--- src/rtl/rot_pkg.sv ---
package rot_pkg;
  typedef enum logic [2:0] {
    OP_RLC  = 3'd0,
    OP_RRC  = 3'd1,
    OP_RL   = 3'd2,
    OP_RR   = 3'd3,
    OP_SLA  = 3'd4,
    OP_SRA  = 3'd5,
    OP_SRL  = 3'd6,
    OP_SWAP = 3'd7
  } rot_op_e;

  typedef enum logic [1:0] {
    ST_IDLE = 2'd0,
    ST_MRD  = 2'd1,
    ST_MCAP = 2'd2
  } seq_state_e;

  typedef struct packed {
    logic z;
    logic n;
    logic h;
    logic c;
  } flags_t;

  localparam logic [2:0] SEL_MEM = 3'd6;
  localparam logic [2:0] SEL_ACC = 3'd7;
endpackage

--- src/rtl/rot_decode.sv ---
module rot_decode
  import rot_pkg::*;
(
  input  logic       acc_mode,
  input  logic [5:0] opcode,
  output rot_op_e    op,
  output logic [2:0] sel,
  output logic       is_mem,
  output logic       z_force
);
  always_comb begin
    if (acc_mode) begin
      op  = rot_op_e'({1'b0, opcode[4:3]});
      sel = SEL_ACC;
    end else begin
      op  = rot_op_e'(opcode[5:3]);
      sel = opcode[2:0];
    end
    is_mem  = (sel == SEL_MEM);
    z_force = acc_mode;
  end
endmodule

--- src/rtl/rot_alu.sv ---
module rot_alu
  import rot_pkg::*;
#(
  parameter int DATA_W = 8
) (
  input  rot_op_e             op,
  input  logic [DATA_W-1:0]   din,
  input  logic                cin,
  input  logic                z_force,
  output logic [DATA_W-1:0]   dout,
  output flags_t              flags
);
  localparam int NIB = DATA_W / 2;
  localparam int MSB = DATA_W - 1;

  logic cout;

  always_comb begin
    unique case (op)
      OP_RLC:  begin dout = {din[MSB-1:0], din[MSB]};    cout = din[MSB]; end
      OP_RRC:  begin dout = {din[0], din[MSB:1]};        cout = din[0];   end
      OP_RL:   begin dout = {din[MSB-1:0], cin};         cout = din[MSB]; end
      OP_RR:   begin dout = {cin, din[MSB:1]};           cout = din[0];   end
      OP_SLA:  begin dout = {din[MSB-1:0], 1'b0};        cout = din[MSB]; end
      OP_SRA:  begin dout = {din[MSB], din[MSB:1]};      cout = din[0];   end
      OP_SRL:  begin dout = {1'b0, din[MSB:1]};          cout = din[0];   end
      default: begin dout = {din[NIB-1:0], din[MSB:NIB]}; cout = 1'b0;   end
    endcase
    flags.z = ~z_force & (dout == '0);
    flags.n = 1'b0;
    flags.h = 1'b0;
    flags.c = cout;
  end
endmodule

--- src/rtl/rot_seq.sv ---
module rot_seq
  import rot_pkg::*;
#(
  parameter int DATA_W = 8,
  parameter int REG_AW = 3
) (
  input  logic                  clk,
  input  logic                  rst,
  input  logic                  start,
  input  logic                  flag_c_in,
  input  logic [2*DATA_W-1:0]   hl,
  input  rot_op_e               dec_op,
  input  logic [REG_AW-1:0]     dec_sel,
  input  logic                  dec_mem,
  input  logic                  dec_zf,
  input  logic [DATA_W-1:0]     rf_rdata,
  input  logic [DATA_W-1:0]     mem_rdata,
  input  logic [DATA_W-1:0]     alu_res,
  input  flags_t                alu_flags,
  output rot_op_e               alu_op,
  output logic [DATA_W-1:0]     alu_din,
  output logic                  alu_cin,
  output logic                  alu_zf,
  output logic                  busy,
  output logic                  mode_q,
  output logic                  rf_we,
  output logic [REG_AW-1:0]     rf_waddr,
  output logic [DATA_W-1:0]     rf_wdata,
  output logic                  mem_req,
  output logic                  mem_we,
  output logic [2*DATA_W-1:0]   mem_addr,
  output logic [DATA_W-1:0]     mem_wdata,
  output logic [DATA_W-1:0]     result,
  output flags_t                flags_q,
  output logic                  done
);
  seq_state_e state;
  rot_op_e    op_q;
  logic       cin_q;

  assign busy    = (state != ST_IDLE);
  assign alu_op  = busy ? op_q  : dec_op;
  assign alu_cin = busy ? cin_q : flag_c_in;
  assign alu_zf  = busy ? mode_q : dec_zf;
  assign alu_din = busy ? mem_rdata : rf_rdata;

  always_ff @(posedge clk) begin
    if (rst) begin
      state     <= ST_IDLE;
      op_q      <= OP_RLC;
      cin_q     <= 1'b0;
      mode_q    <= 1'b0;
      rf_we     <= 1'b0;
      rf_waddr  <= '0;
      rf_wdata  <= '0;
      mem_req   <= 1'b0;
      mem_we    <= 1'b0;
      mem_addr  <= '0;
      mem_wdata <= '0;
      result    <= '0;
      flags_q   <= '0;
      done      <= 1'b0;
    end else begin
      done    <= 1'b0;
      rf_we   <= 1'b0;
      mem_req <= 1'b0;
      mem_we  <= 1'b0;
      unique case (state)
        ST_IDLE: begin
          if (start) begin
            op_q   <= dec_op;
            cin_q  <= flag_c_in;
            mode_q <= dec_zf;
            if (dec_mem) begin
              mem_req  <= 1'b1;
              mem_addr <= hl;
              state    <= ST_MRD;
            end else begin
              result   <= alu_res;
              flags_q  <= alu_flags;
              rf_we    <= 1'b1;
              rf_waddr <= dec_sel;
              rf_wdata <= alu_res;
              done     <= 1'b1;
            end
          end
        end
        ST_MRD: state <= ST_MCAP;
        default: begin
          result    <= alu_res;
          flags_q   <= alu_flags;
          mem_req   <= 1'b1;
          mem_we    <= 1'b1;
          mem_wdata <= alu_res;
          done      <= 1'b1;
          state     <= ST_IDLE;
        end
      endcase
    end
  end
endmodule

--- src/rtl/rot_shift_unit.sv ---
module rot_shift_unit
  import rot_pkg::*;
#(
  parameter int DATA_W = 8,
  parameter int REG_AW = 3
) (
  input  logic                  clk,
  input  logic                  rst,
  input  logic                  start,
  input  logic                  acc_mode,
  input  logic [5:0]            opcode,
  input  logic                  flag_c_in,
  input  logic [2*DATA_W-1:0]   hl,
  output logic [REG_AW-1:0]     rf_raddr,
  input  logic [DATA_W-1:0]     rf_rdata,
  output logic                  rf_we,
  output logic [REG_AW-1:0]     rf_waddr,
  output logic [DATA_W-1:0]     rf_wdata,
  output logic                  mem_req,
  output logic                  mem_we,
  output logic [2*DATA_W-1:0]   mem_addr,
  output logic [DATA_W-1:0]     mem_wdata,
  input  logic [DATA_W-1:0]     mem_rdata,
  output logic [DATA_W-1:0]     result,
  output logic [3:0]            flags_out,
  output logic                  done
);
  rot_op_e           dec_op, alu_op;
  logic [2:0]        dec_sel;
  logic              dec_mem, dec_zf;
  logic [DATA_W-1:0] alu_din, alu_res;
  logic              alu_cin, alu_zf;
  flags_t            alu_flags, flags_q;
  logic              busy, mode_q;

  rot_decode dec_i (
    .acc_mode (acc_mode),
    .opcode   (opcode),
    .op       (dec_op),
    .sel      (dec_sel),
    .is_mem   (dec_mem),
    .z_force  (dec_zf)
  );

  assign rf_raddr = REG_AW'(dec_sel);

  rot_alu #(.DATA_W(DATA_W)) alu_i (
    .op      (alu_op),
    .din     (alu_din),
    .cin     (alu_cin),
    .z_force (alu_zf),
    .dout    (alu_res),
    .flags   (alu_flags)
  );

  rot_seq #(.DATA_W(DATA_W), .REG_AW(REG_AW)) seq_i (
    .clk       (clk),
    .rst       (rst),
    .start     (start),
    .flag_c_in (flag_c_in),
    .hl        (hl),
    .dec_op    (dec_op),
    .dec_sel   (REG_AW'(dec_sel)),
    .dec_mem   (dec_mem),
    .dec_zf    (dec_zf),
    .rf_rdata  (rf_rdata),
    .mem_rdata (mem_rdata),
    .alu_res   (alu_res),
    .alu_flags (alu_flags),
    .alu_op    (alu_op),
    .alu_din   (alu_din),
    .alu_cin   (alu_cin),
    .alu_zf    (alu_zf),
    .busy      (busy),
    .mode_q    (mode_q),
    .rf_we     (rf_we),
    .rf_waddr  (rf_waddr),
    .rf_wdata  (rf_wdata),
    .mem_req   (mem_req),
    .mem_we    (mem_we),
    .mem_addr  (mem_addr),
    .mem_wdata (mem_wdata),
    .result    (result),
    .flags_q   (flags_q),
    .done      (done)
  );

  assign flags_out = flags_q;
endmodule

--- config.mk ---
export PLATFORM = sky130hd
export DESIGN_NAME = rot_shift_unit
export DESIGN_NICKNAME = d
export VERILOG_FILES = /design/src/rtl/rot_pkg.sv /design/src/rtl/rot_decode.sv /design/src/rtl/rot_alu.sv /design/src/rtl/rot_seq.sv /design/src/rtl/rot_shift_unit.sv
export SDC_FILE = /design/constraint.sdc
export NUM_CORES = 1
export LEC_CHECK = 0
export ABC_AREA = 1
export ABC_CLOCK_PERIOD_IN_PS = 2350
export BUFFER_PORTS_ARGS = -buffer_cell sky130_fd_sc_hd__clkbuf_2
export CORE_UTILIZATION = 41
export CTS_CLUSTER_DIAMETER = 30
export CTS_CLUSTER_SIZE = 8
export DETAILED_ROUTE_END_ITERATION = 8
export GPL_TIMING_DRIVEN = 1
export PLACE_DENSITY_LB_ADDON = 0.15
export SYNTH_ARGS = -nofsm -noshare
export SYNTH_HDL_FRONTEND = slang
export SYNTH_HIERARCHICAL = 1
export SYNTH_SLANG_ARGS = --single-unit
--- constraint.sdc ---
create_clock -name clk -period 2.35 [get_ports clk]
set_input_delay 0.235 -clock clk [delete_from_list [all_inputs] [get_ports clk]]
set_output_delay 0.235 -clock clk [all_outputs]
set_load 0.02 [all_outputs]
# Yosys cells after proc, flatten, opt, wreduce, memory -nomap -nowiden
# Index checks and enable logic that the tools add are counted.
[op_classes]
eq_ne = 11
muxes = 24
bitwise = 5
reduce_logical = 13
[ops]
columns = ["operator", "count"]
rows = [
  ["$pmux 8 s7", 1],
  ["$mux 8", 3],
  ["$pmux 8 s2", 1],
  ["$eq 3x3->1 const B", 4],
  ["$mux 3", 3],
  ["$reduce_and 3->1", 3],
  ["$logic_not 8->1", 1],
  ["$mux 4", 2],
  ["$pmux 4 s2", 1],
  ["$mux 1", 7],
  ["$eq 3x2->1 const B", 2],
  ["$ne 2x2->1 const B", 3],
  ["$pmux 1 s2", 3],
  ["$mux 2", 2],
  ["$not 1->1", 4],
  ["$pmux 2 s2", 1],
  ["$reduce_and 2->1", 2],
  ["$reduce_or 2->1", 2],
  ["$reduce_or 4->1", 1],
  ["$eq 3x1->1 const B", 1],
  ["$logic_not 3->1", 1],
  ["$reduce_or 3->1", 1],
  ["$eq 2x1->1 const B", 1],
  ["$logic_not 2->1", 1],
  ["2 further kinds", 2],
]
[word_totals]
ff_bits = 58
inputBits = 43
wordCells = 70

# Longest topological paths before layout
[depth]
depth_word = 9
depth_mapped = 18
ltp_nobuf = 16

# Hierarchy
# Netlist, hierarchy kept.
[by_module_without_submodules]
columns = ["module", "n_inst", "cells_per_inst", "area_per_inst_um2", "seq_area_each_um2"]
rows = [
  ["rot_seq", 1, 319, 2328.5, 1161.1],
  ["rot_alu", 1, 98, 432.9, 0.0],
  ["rot_decode", 1, 12, 61.3, 0.0],
]

# Least setup slack after synthesis
# OpenSTA, ideal clock, no wires.
[synth_path]
kind = "reg2reg"
from = "register seq_i.state[1]"
to = "register seq_i/flags_q[3] (netlist name)"
arrival_time_ns = 1.944
required_time_ns = 2.235
setup_slack_ns = 0.292
path_stages_with_launch = 17
path_buffers = 2
synth_period_minus_slack_ns = 2.058
cell_sequence = "dfxtp_1 > buf_6 > nor2_8 > inv_1 > buf_2 > nand2_1 > nand2_1 > a21oi_1 > a21oi_1 > nand2_1 > nand2_1 > nand2_1 > inv_1 > nand2_1 > nor2_1 > a21oi_1 > nor2_1"
[synth_lines]
columns = ["element", "line", "rtl"]
rows = [
  ["start: declaration", "rot_seq.sv:37", "seq_state_e state;"],
  ["start signal: assignment", "rot_seq.sv:49", "state <= ST_IDLE;"],
  ["start signal: assignment", "rot_seq.sv:77", "state <= ST_MRD;"],
  ["start signal: assignment", "rot_seq.sv:88", "ST_MRD: state <= ST_MCAP;"],
]

==> results.md <==
- Measured along the x axis, the die boundary spans 85.0 microns.
- After detailed routing, the total wire length is 7140 microns.
- The TritonCTS clock tree is yes.
- The launch instance of the worst min-delay path is hl[0].
- The global-route usage over all layers is 20.9%.
- The number of port buffers is 96.
- The count of nets left with antenna violations after detail routing is 0.
- The number of antenna violations at the first check in global routing is 0.
- The number of placed instances, taps included, is 580.
- Of all nets on the critical path, the largest fanout is 14.
- The post-synthesis instance area is 0.00282 sq mm.
- In the finished design, the share of the clock period the worst path needs comes to 89.9%.
- The time the worst path needs with I/O delays and setup is 2.11 ns.
- The count of synthesis-stage warnings from yosys is 6.
- The routed length per placed instance is 12.0 microns.
- At the worst endpoint, the required time is 2.57 ns.
- The most critical setup path has its startpoint at seq_i/state[0].
- The clock network latency to the later pin of the worst-skew pair is 0.32 ns.
- The final count of pins violating max slew is 0.
- After clock tree synthesis, the clock-pin slew on the worst setup and hold paths is 0.07 ns.
- The via count of the first global-routing pass is 2,620.
- The pin count of the biggest net entering global routing is 37.
- The first global-routing pass estimated 12,200 microns of wire.
- The layout net count is 557.
- The hold violation total from the final report is 0.
- The design draws 0.00229 W.
- The repair_antennas step left the layout with diodes totalling 0.
- The synthesized instance count is 429.
- For the pin with the worst max-slew slack, the measured transition is 0.707 ns.
- The total global routing overflow is 0.
- For this block, the initial DRC count from the detailed router was 106.
- The core region is 0.00649 sq mm.
- The kind of critical path is flip-flop to flip-flop.
- The post-synthesis area per instance is 6.58 sq um.
- The number of synthesized flops with an enable pin is 0.
- The startpoint kind of the worst setup timing path is a flip-flop.
- The die covers 0.00722 sq mm.
- Setup violations remaining at the end of the flow were counted as 0.
- STA classifies the critical path endpoint as a flip-flop.
- The post-route netlist has 24.1% of its cells at a drive strength greater than 1.
- The largest total area in the synthesized netlist belongs to dfxtp_1.
- The growth of design area from synthesis to finish is 21.8%.
- The number of post-CTS setup repair buffers is 0.
- The initial utilization of the core area, before any placement, comes to 43.5%.
- The final reports fail on design-rule violations.
- The data arrival time at the worst-slack endpoint is 2.33 ns.
- The number of synthesized register bits is 58.
- After clock tree synthesis, the repair step resized 0 gates.
- The number of distinct library cells after synthesis is 21.
- The total number of H-tree levels is 3.
- The tool flagged a number of max-cap violations equal to 0.
- The area used by sequential logic in the layout is 0.00116 sq mm.
- The worst-case IR drop observed on VDD is 0.304 mV.
- The most frequent cell after synthesis is nand2_1.
- The congestion estimate from routability-driven global placement came to 0.856.
- Setup repair after global routing left no endpoint under its margin.
- The aggregate negative setup slack is 0 ns.
- Measured against its own limit, the worst slew margin works out to 52.7%.
- The maximum operating frequency is 0.474 GHz.
- Of all flip-flops after synthesis, the portion carrying an async set or reset was 0%.
- After floorplanning, the core was divided into 29 placement rows.
- The via density per instance is 4.84.
- Summing all multi-input logic gate instances after layout gives 0.00132 sq mm.
- The sequential cell area fraction in the yosys report is 41.1%.
- The total number of clock tree sinks is 58.
- The non-filler instance count after layout is 595.
- The maximum clock insertion buffer count is 2.
- The power density normalized to cell area is 666 mW/mm^2.
- The top cell type's share of synthesized area is 41.1%.
- The detailed placer's ending HPWL is 5220 microns.
- The type of the most critical hold path is input pin to flip-flop.
- In this run the count of I/O pins placed on the die edge is 97.
- On the final layout, the worst clock skew is 0.00654 ns.
- Fill cells in the final layout number 665.
- The total of hold buffers inserted after clock tree synthesis is 0.
- The run finished, with violations left.
- The vertical die dimension is 85.0 microns.
- CTS placed an instance of clkbuf_8 at the clock tree root.
- The startpoint of the lowest-slack register-to-register path is seq_i/state[0].
- The DRC violation count after routing is 2.
- The number of vias in the routed layout is 2,877.
- The first-pass iteration count of the detailed router is 9.
- For this design the static power due to leakage is 1.83 nW.
- By count the netlist is led by nand2_1 (125), dfxtp_1 (58), nor2_1 (54), nand3_1 (49), a21oi_1 (48).
- Counting the buffers created by CTS gives 9.
- Sorting the synthesized cells by area gives the leading types as dfxtp_1 (41%), nand2_1 (17%), nand3_1 (8.7%).
- The most used flip-flop cell after synthesis is dfxtp_1.
-- final cells by class --
type,count,share of cell area (%)
repair buffers,101,15.1
multi-input cells,301,38.4
inverters,43,4.69
well taps,77,2.80
clock buffers,9,3.60
clock inverters,6,1.71
flip-flops and latches,58,33.8
-- power breakdown --
| group | total, W | internal, W | leakage [nW] | switching, W |
|---|---|---|---|---|
| Sequential | 0.00105 | 0.00103 | 0.474 | 0.0000237 |
| Combinational | 0.000372 | 0.000127 | 1.26 | 0.000244 |
| Clock | 0.000866 | 0.000478 | 0.0986 | 0.000388 |
-- through the flow --
stage	utilization (%)	hold slack (ns)	instance area, sq um	setup slack [ns]
after floorplan	-	0.400	2830	0.292
after global placement	50.1	0.448	3260	0.291
after detailed placement	50.1	0.456	3260	0.262
after CTS	52.9	0.149	3440	0.240
after global routing	52.9	0.158	3440	0.0208
final	52.9	0.162	3440	0.238
-- layer usage --
layer	up-vias	share of wire [%]	global-route usage, %
met5	-	0	0
met4	0	0.27	4.62
met3	2	6.3	5.74
met2	87	45	32.1
met1	1277	48	29.2
li1	1511	-	-
-- sequential cells by signal, summed over array words and instances (netlist names), 2 cells and up --
signal	flops
seq_i/result	8
seq_i/rf_waddr	3
seq_i/flags_q	4
seq_i/mem_wdata	8
seq_i/state	2
seq_i/rf_wdata	8
seq_i/mem_addr	16
seq_i/op_q	3
-- layout by cell type, fill, tap and decap left out, drive strengths merged, types with 2 or more instances in the layout --
cell type / count
nand2: 128
clkbuf: 105
dfxtp: 58
nor2: 56
nand3: 50
a21oi: 48
inv: 43
o21ai: 13
buf: 5
clkinv: 5
conb: 2
or2: 2
-- critical path, stage by stage, from the launching register on --
cell,delay (ns)
dfxtp_1,0.46
nor2_8,0.09
inv_1,0.11
nand2_1,0.06
nand2_1,0.21
nand2_1,0.15
nor2_4,0.28
nand2_1,0.11
nand3_1,0.21
nor2_1,0.06
nand2_1,0.06
nor2_1,0.04
a21oi_1,0.11
nor2_1,0.06
-- kinds of logic after synthesis --
group	synth area share (%)
AOI/OAI and AO/OA	11.4
buffers and inverters	12.3
DFF	41.1
other	0.133
and+or+nand+nor	35.1
-- final timing paths --
check / to / slack, ns / depth (start not counted)
setup / recovery: seq_i/flags_q[3] / 0.24 / 13
hold / removal: seq_i/mem_addr[0] / 0.16 / 3
setup reg to reg: seq_i/flags_q[3] / 0.24 / 13
hold reg to reg: seq_i/mem_addr[14] / 0.46 / 2
No activity file was read; power rests on OpenSTA's default activity.
